<file path="src/rtl/pred_pkg.sv">
package pred_pkg;

    localparam int CODE_W = 4;
    localparam int FLAG_W = 4;

    // flag bit positions inside the packed flag vector
    localparam int FLG_N = 3;
    localparam int FLG_Z = 2;
    localparam int FLG_C = 1;
    localparam int FLG_V = 0;

    // base tests selected by code bits [3:1]; code bit 0 inverts (except 3'b111)
    typedef enum logic [2:0] {
        BASE_ZERO  = 3'd0,
        BASE_CARRY = 3'd1,
        BASE_NEG   = 3'd2,
        BASE_OVF   = 3'd3,
        BASE_HIGH  = 3'd4,
        BASE_SGE   = 3'd5,
        BASE_SGT   = 3'd6,
        BASE_ALL   = 3'd7
    } base_test_e;

endpackage

</file>
<file path="src/rtl/cond_eval.sv">
module cond_eval
    import pred_pkg::*;
(
    input  logic [CODE_W-1:0] code_i,
    input  logic [FLAG_W-1:0] flags_i,
    output logic              pass_o
);

    logic       n_f, z_f, c_f, v_f;
    logic       base_hit;
    base_test_e base_sel;

    assign n_f = flags_i[FLG_N];
    assign z_f = flags_i[FLG_Z];
    assign c_f = flags_i[FLG_C];
    assign v_f = flags_i[FLG_V];

    assign base_sel = base_test_e'(code_i[CODE_W-1:1]);

    always_comb begin
        unique case (base_sel)
            BASE_ZERO:  base_hit = z_f;
            BASE_CARRY: base_hit = c_f;
            BASE_NEG:   base_hit = n_f;
            BASE_OVF:   base_hit = v_f;
            BASE_HIGH:  base_hit = c_f & ~z_f;
            BASE_SGE:   base_hit = (n_f == v_f);
            BASE_SGT:   base_hit = ~z_f & (n_f == v_f);
            default:    base_hit = 1'b1;
        endcase
    end

    // odd codes are the complement, except the always-pass pair
    assign pass_o = (base_sel == BASE_ALL) ? 1'b1 : (base_hit ^ code_i[0]);

endmodule

</file>
<file path="src/rtl/window_seq.sv">
module window_seq #(
    parameter int STATE_W = 8
) (
    input  logic               clk,
    input  logic               rst,
    input  logic               step_i,
    input  logic               load_i,
    input  logic [STATE_W-1:0] load_val_i,
    output logic [STATE_W-1:0] state_o,
    output logic               active_o
);

    localparam int HALF = STATE_W / 2;

    typedef struct packed {
        logic [STATE_W-1:0] state;
    } win_regs_t;

    win_regs_t regs_d, regs_q;
    logic [STATE_W-1:0] shifted;
    logic               last_slot;

    // upper bits above the condition LSB stay; mask plus condition LSB shift up
    assign shifted   = {regs_q.state[STATE_W-1:HALF+1], regs_q.state[HALF-1:0], 1'b0};
    assign last_slot = (regs_q.state[HALF-2:0] == '0);

    always_comb begin
        regs_d = regs_q;
        if (load_i) begin
            regs_d.state = load_val_i;
        end else if (step_i) begin
            regs_d.state = last_slot ? '0 : shifted;
        end
    end

    always_ff @(posedge clk) begin
        if (rst) begin
            regs_q <= '0;
        end else begin
            regs_q <= regs_d;
        end
    end

    assign state_o  = regs_q.state;
    assign active_o = (regs_q.state[HALF-1:0] != '0);

    assert_reset_clears_R10: assert property (@(posedge clk)
        rst |=> (state_o == '0));

    assert_load_wins_R9: assert property (@(posedge clk) disable iff (rst)
        load_i |=> (state_o == $past(load_val_i)));

    assert_step_shift_R7: assert property (@(posedge clk) disable iff (rst)
        (step_i && !load_i && state_o[HALF-2:0] != '0) |=>
        (state_o[STATE_W-1:HALF+1] == $past(state_o[STATE_W-1:HALF+1]) &&
         state_o[HALF:0] == {$past(state_o[HALF-1:0]), 1'b0}));

    assert_run_end_clear_R8: assert property (@(posedge clk) disable iff (rst)
        (step_i && !load_i && state_o[HALF-2:0] == '0) |=> (state_o == '0));

    assert_idle_hold_R11: assert property (@(posedge clk) disable iff (rst)
        (!step_i && !load_i) |=> $stable(state_o));

endmodule

</file>
<file path="src/rtl/pred_gate.sv">
module pred_gate #(
    parameter int STATE_W = 8
) (
    input  logic                 clk,
    input  logic                 rst,
    input  logic [STATE_W/2-1:0] cond_i,
    input  logic [3:0]           flags_i,
    input  logic                 step_i,
    input  logic                 load_i,
    input  logic [STATE_W-1:0]   load_val_i,
    output logic                 exec_o,
    output logic [STATE_W-1:0]   win_o,
    output logic                 in_win_o
);

    localparam int CW = STATE_W / 2;

    logic [STATE_W-1:0] win_state;
    logic               win_active;
    logic [CW-1:0]      eff_code;

    window_seq #(.STATE_W(STATE_W)) u_seq (
        .clk        (clk),
        .rst        (rst),
        .step_i     (step_i),
        .load_i     (load_i),
        .load_val_i (load_val_i),
        .state_o    (win_state),
        .active_o   (win_active)
    );

    assign eff_code = win_active ? win_state[STATE_W-1:CW] : cond_i;

    cond_eval u_eval (
        .code_i  (eff_code),
        .flags_i (flags_i),
        .pass_o  (exec_o)
    );

    assign win_o    = win_state;
    assign in_win_o = win_active;

    assert_always_pass_R1: assert property (@(posedge clk) disable iff (rst)
        (!in_win_o && cond_i[CW-1:1] == 3'b111) |-> exec_o);

    assert_window_code_R6: assert property (@(posedge clk) disable iff (rst)
        (in_win_o && win_o[STATE_W-1:CW+1] == 3'b111) |-> exec_o);

endmodule

</file>
<file path="config.mk">
export PLATFORM = sky130hd
export DESIGN_NAME = pred_gate
export DESIGN_NICKNAME = d
export VERILOG_FILES = /design/src/rtl/pred_pkg.sv /design/src/rtl/cond_eval.sv /design/src/rtl/window_seq.sv /design/src/rtl/pred_gate.sv
export SDC_FILE = /design/constraint.sdc
export NUM_CORES = 1
export LEC_CHECK = 0
export ABC_AREA = 1
export CORE_MARGIN = 1.5
export CORE_UTILIZATION = 30
export CTS_BUF_LIST = sky130_fd_sc_hd__clkbuf_8 sky130_fd_sc_hd__clkbuf_16
export CTS_CLUSTER_SIZE = 12
export DETAILED_ROUTE_END_ITERATION = 12
export PLACE_DENSITY_LB_ADDON = 0.25
export SLEW_MARGIN = 40
export SYNTH_ARGS = -nofsm -noshare
export SYNTH_HDL_FRONTEND = slang
export SYNTH_SLANG_ARGS = --single-unit
</file>
<file path="constraint.sdc">
create_clock -name clk -period 1.7 [get_ports clk]
set_clock_uncertainty 0.05 [all_clocks]
set_input_delay 0.34 -clock clk [delete_from_list [all_inputs] [get_ports clk]]
set_output_delay 0.34 -clock clk [all_outputs]
set_load 0.05 [all_outputs]
</file>
Word-level counts from Yosys, hierarchy flattened
Index checks and enable logic that the tools add are counted.
W data, S select, Z words.
{ "op_classes": {"reduce_logical": 6, "n_bitwise": 4, "eq_ne": 8, "muxes": 6} }
{ "op_table": {"columns": ["operator", "n"], "rows": [
  ["$mux W8", 3],
  ["$eq A3 B3 Y1 const B", 4],
  ["$pmux W1 S7", 1],
  ["$eq A3 B2 Y1 const B", 2],
  ["$logic_not A3 Y1", 2],
  ["$mux W4", 1],
  ["$reduce_bool A2 Y1", 2],
  ["$reduce_bool A4 Y1", 1],
  ["$eq A3 B1 Y1 const B", 1],
  ["$and A1 B1 Y1", 2],
  ["$reduce_and A2 Y1", 1],
  ["$eq A1 B1 Y1", 1],
  ["$mux W1", 1],
  ["$not A1 Y1", 1],
  ["$xor A1 B1 Y1", 1]
]} }
{ "totals": {"output_inout_bits": 10, "regBits": 8} }

Depth between registers and ports, before layout
{ "logic_depth": {"ltp_word": 6, "mapped_depth": 12, "mapped_depth_nobuf": 12} }

Cells and area by module
Synthesis repeated with hierarchy kept, for this count alone.
{ "hier_totals": {"hier_cells": 93, "area_unflattened_um2": 545.5} }
{ "modules_own_cells": {"columns": ["mod", "area_each_um2", "cells_per_inst", "instances"], "rows": [
  ["window_seq", 362.8, 51, 1],
  ["cond_eval", 133.9, 29, 1],
  ["pred_gate", 48.8, 13, 1]
]} }

Worst setup path before layout
No wires, ideal clock.
{ "synth_path": {"path_type": "register to output", "from": "reg u_seq.regs_q[2], in the netlist u_seq.state_o[2]", "to": "out exec_o", "stages_incl_launch_ff": 12, "arrival_time_ns": 1.840, "t_required_ns": 1.310, "slack_ns": -0.530, "path_cell_list": "dfxtp_1 nor2_4 nand2_4 nand2_2 nand2_4 nand2_1 a21oi_1 nand2_1 nand2_1 nand2_1 nand2_1 nand3_2"} }
{ "synth_via": {"elab_chain_len": 6} }
{ "synth_rtl": {"columns": ["item", "line", "rtl"], "rows": [
  ["start, declared", "window_seq.sv:19", "win_regs_t regs_d, regs_q;"],
  ["start signal, assigned", "window_seq.sv:40", "regs_q <= regs_d;"],
  ["$reduce_bool A4 Y1 (*)", "window_seq.sv:45", "assign active_o = (regs_q.state[HALF-1:0] != '0);"],
  ["net in_win_o", "pred_gate.sv:13", "output logic in_win_o"],
  ["$mux W4 (*)", "pred_gate.sv:32", "assign eff_code = win_active ? win_state[STATE_W-1:CW] : cond_i;"],
  ["$eq A3 B3 Y1 (tied with other cells)", "cond_eval.sv:21", "unique case (base_sel)"],
  ["$pmux W1 S7", "cond_eval.sv:21", null],
  ["$xor A1 B1 Y1", "cond_eval.sv:34", "assign pass_o = (base_sel == BASE_ALL) ? 1'b1 : (base_hit ^ code_i[0]);"],
  ["$mux W1 (*)", "cond_eval.sv:34", null],
  ["end, declared", "pred_gate.sv:11", "output logic exec_o,"]
]} }
The timed path passes the listed nets; every way through them passes the cells marked *.

Worst setup path in the final report
{ "layout_path": {"from": "reg u_seq.regs_q[1], in the netlist u_seq.state_o[1]", "to": "out exec_o"} }
{ "layout_via": {"elab_chain_len": 6} }
{ "layout_rtl": {"columns": ["item", "line"], "rows": [
  ["$reduce_bool A4 Y1 (*)", "window_seq.sv:45"],
  ["$mux W4 (*)", "pred_gate.sv:32"],
  ["$eq A3 B3 Y1 (tied with other cells)", "cond_eval.sv:21"],
  ["$pmux W1 S7", "cond_eval.sv:21"],
  ["$xor A1 B1 Y1", "cond_eval.sv:34"],
  ["$mux W1 (*)", "cond_eval.sv:34"]
]} }
Every way passes the cells marked *; elsewhere a longest branch is shown, timed or not.

==> out/results.ini <==
[timing]
finalCriticalPeriod_ps=2130
hold-worst-slack_ps=421
setup_viol=2
setup_ws_ps=-432
max_freq_ghz=0.469
worst_slew_margin_rel=0.793
rsz0062_at_grt=yes
slew_viol_final=0
tightest_slew_ps=309
fin_crit_sh=1.25
hold_viol=0

[finish]
nets=153
synthToLayoutAreaGrowth_pct=85.0
n_antenna_cell=0
drive_gt1_frac=0.341
final_cell_area_um2=1080
largest_reg_flops=8
postLayoutCoreUtil=0.605

[floorplanning]
core_um2=1780
die_w_um=47.1
io_pins=30
rows=15
die_h_um=47.1
start_util=0.327
die-area_um2=2220

[detailed_routing]
vias_per_cell=4.41
ant_nets=0
drt_iter0_drc=14
vias=693
dr.pass1.iters=4
routedWlPerCell_um=10.0
drc_errors=0
wl_mm=1.58

[clock_tree]
cts_htree_levels=1
clkSinkCount=8
clockBufferDepth=2
insertion_delay_ps=220
clkTransAtPathRegs_ps=40
cts_tree=built
numCtsBuffers=3
cts-root-buf=clkbuf_8
ctsHoldBuffers=0

[setup_path]
required_ps=1310
end_kind=output pin
setup.worst_path.start_class=flip-flop
cp.arrival_ps=1740
critPathKind=flip-flop to output pin
path_max_fanout=7

[worst_hold_path]
hold_class=flip-flop to flip-flop

[yosys]
yosys.area.top_type=dfxtp_1
yosysMostFrequentCell=nand2_1
syn_inst=90
synthesis.area_um2=583
ys_top_cells_by_count=nand2_1 (29), inv_1 (13), a21oi_1 (9), dfxtp_1 (8), nand3_1 (7)
async_flop_share=0
synth_nets=110
synthFlopType=dfxtp_1
synth-seq-cells=8
ys_warn_count=0
synth_cell_types=18
yosysSeqAreaShare=0.275
synth_area_leaders=dfxtp_1 (27%), nand2_1 (19%), inv_1 (8.4%)
synth_top_area_share=0.275
synth_edf_count=0
avgSynthCellArea_um2=6.48

[placed_design]
io_buffers=29
gp_congestion=0.762
dpl-instance-area_um2=1010
hpwl_mm=1.28

[grt]
grt_pass1_vias=617
overflow=0
grt_pass1_wl_mm=2.33
grt_start_max_net_pins=9
antenna_found_initial=0
grt_usage=0.148

[power_and_ir_drop]
power_density_nw_per_um2=788
leakagePower_uw=0.000509
power.total_uw=850
ir_worst_vdd_uv=475

[flow_run]
max_cap_viol_count=0

[run_status]
status=finished, violations left
violations=setup timing

[area by class of cell]
| class | instances | area, um2 |
|---|---|---|
| inverter | 13 | 48.8 |
| tap | 25 | 31.3 |
| fill | 156 | 704 |
| sequential | 8 | 178 |
| clock buffer | 3 | 41.3 |
| timing repair buffer | 40 | 368 |
| clock inverter | 1 | 3.75 |
| multi-input combinational | 67 | 408 |
[through the flow]
step                      setup WS, ps  setup TNS (ps)  instances
final                             -432            -438        157
after global routing              -550            -606        157
after CTS                         -429            -436        157
after detailed placement          -463            -463        152
after global placement            -428            -428        152
after floorplan                   -165            -165         90
[critical path, stage by stage (launching register included)]
cell and delay, ps:
dfxtp_4 340, nor2_4 240, nand2_8 100, nand2_4 80, nand2_4 70, nand3_1 90, nand2_1 50, inv_1 50
nand2_1 40, nand2_1 70, nand2_1 70, nand2_2 70, nand3_4 80, buf_12 150
[cells in the final DEF (no fill, tap or decap), types with 2 or more instances in the layout]
cell type        count
dfxtp_2              2
nand2_1             28
nand3_1              7
a31oi_1              2
nand2_4              4
nor2_4               3
inv_1               14
o21ai_0              2
a21oi_1              8
buf_4               19
dfxtp_4              4
clkbuf_8             3
nor2_1               2
nand2_2              2
clkdlybuf4s50_1     19
dfxtp_1              2
[worst paths after layout]
path / start / endpoint / slack [ps] / cells after the start
max reg2reg: u_seq.state_o[1]$_SDFFE_PP0P_ / u_seq.state_o[6]$_SDFFE_PP0P_ / 500 / 5
max: u_seq.state_o[1]$_SDFFE_PP0P_ / exec_o / -430 / 13
min reg2reg: u_seq.state_o[5]$_SDFFE_PP0P_ / u_seq.state_o[5]$_SDFFE_PP0P_ / 420 / 2
min: u_seq.state_o[5]$_SDFFE_PP0P_ / u_seq.state_o[5]$_SDFFE_PP0P_ / 420 / 2
[cell families after synthesis]
kind of cell	Yosys count	share of synthesized area
buffers and inverters	15	0.0966
and+or+nand+nor	50	0.461
xor gates and xnor gates	1	0.0150
AOI/OAI and AO/OA	16	0.152
DFF	8	0.275
[layer usage]
layer	wire length [um]	share of wire	track usage	up-vias
met5	0	0	0	-
met4	0	0	0.0500	0
met3	105	0.067	0.0231	0
met2	756	0.48	0.260	26
met1	714	0.45	0.183	297
li1	-	-	-	370
[report_power, final]
group / internal, uW / switching (uW) / leakage, uW
clock network: 156 / 71.6 / 0.0000269
registers: 197 / 9.58 / 0.0000693
logic: 186 / 229 / 0.000413
[timing repair]
action / CTS / global route
buffers inserted: 1 / 0
resized for setup: 2 / 2
pin swaps: 4 / 3
setup endpoints to repair: 1 / 2
Power figures use the tool's default switching activity.
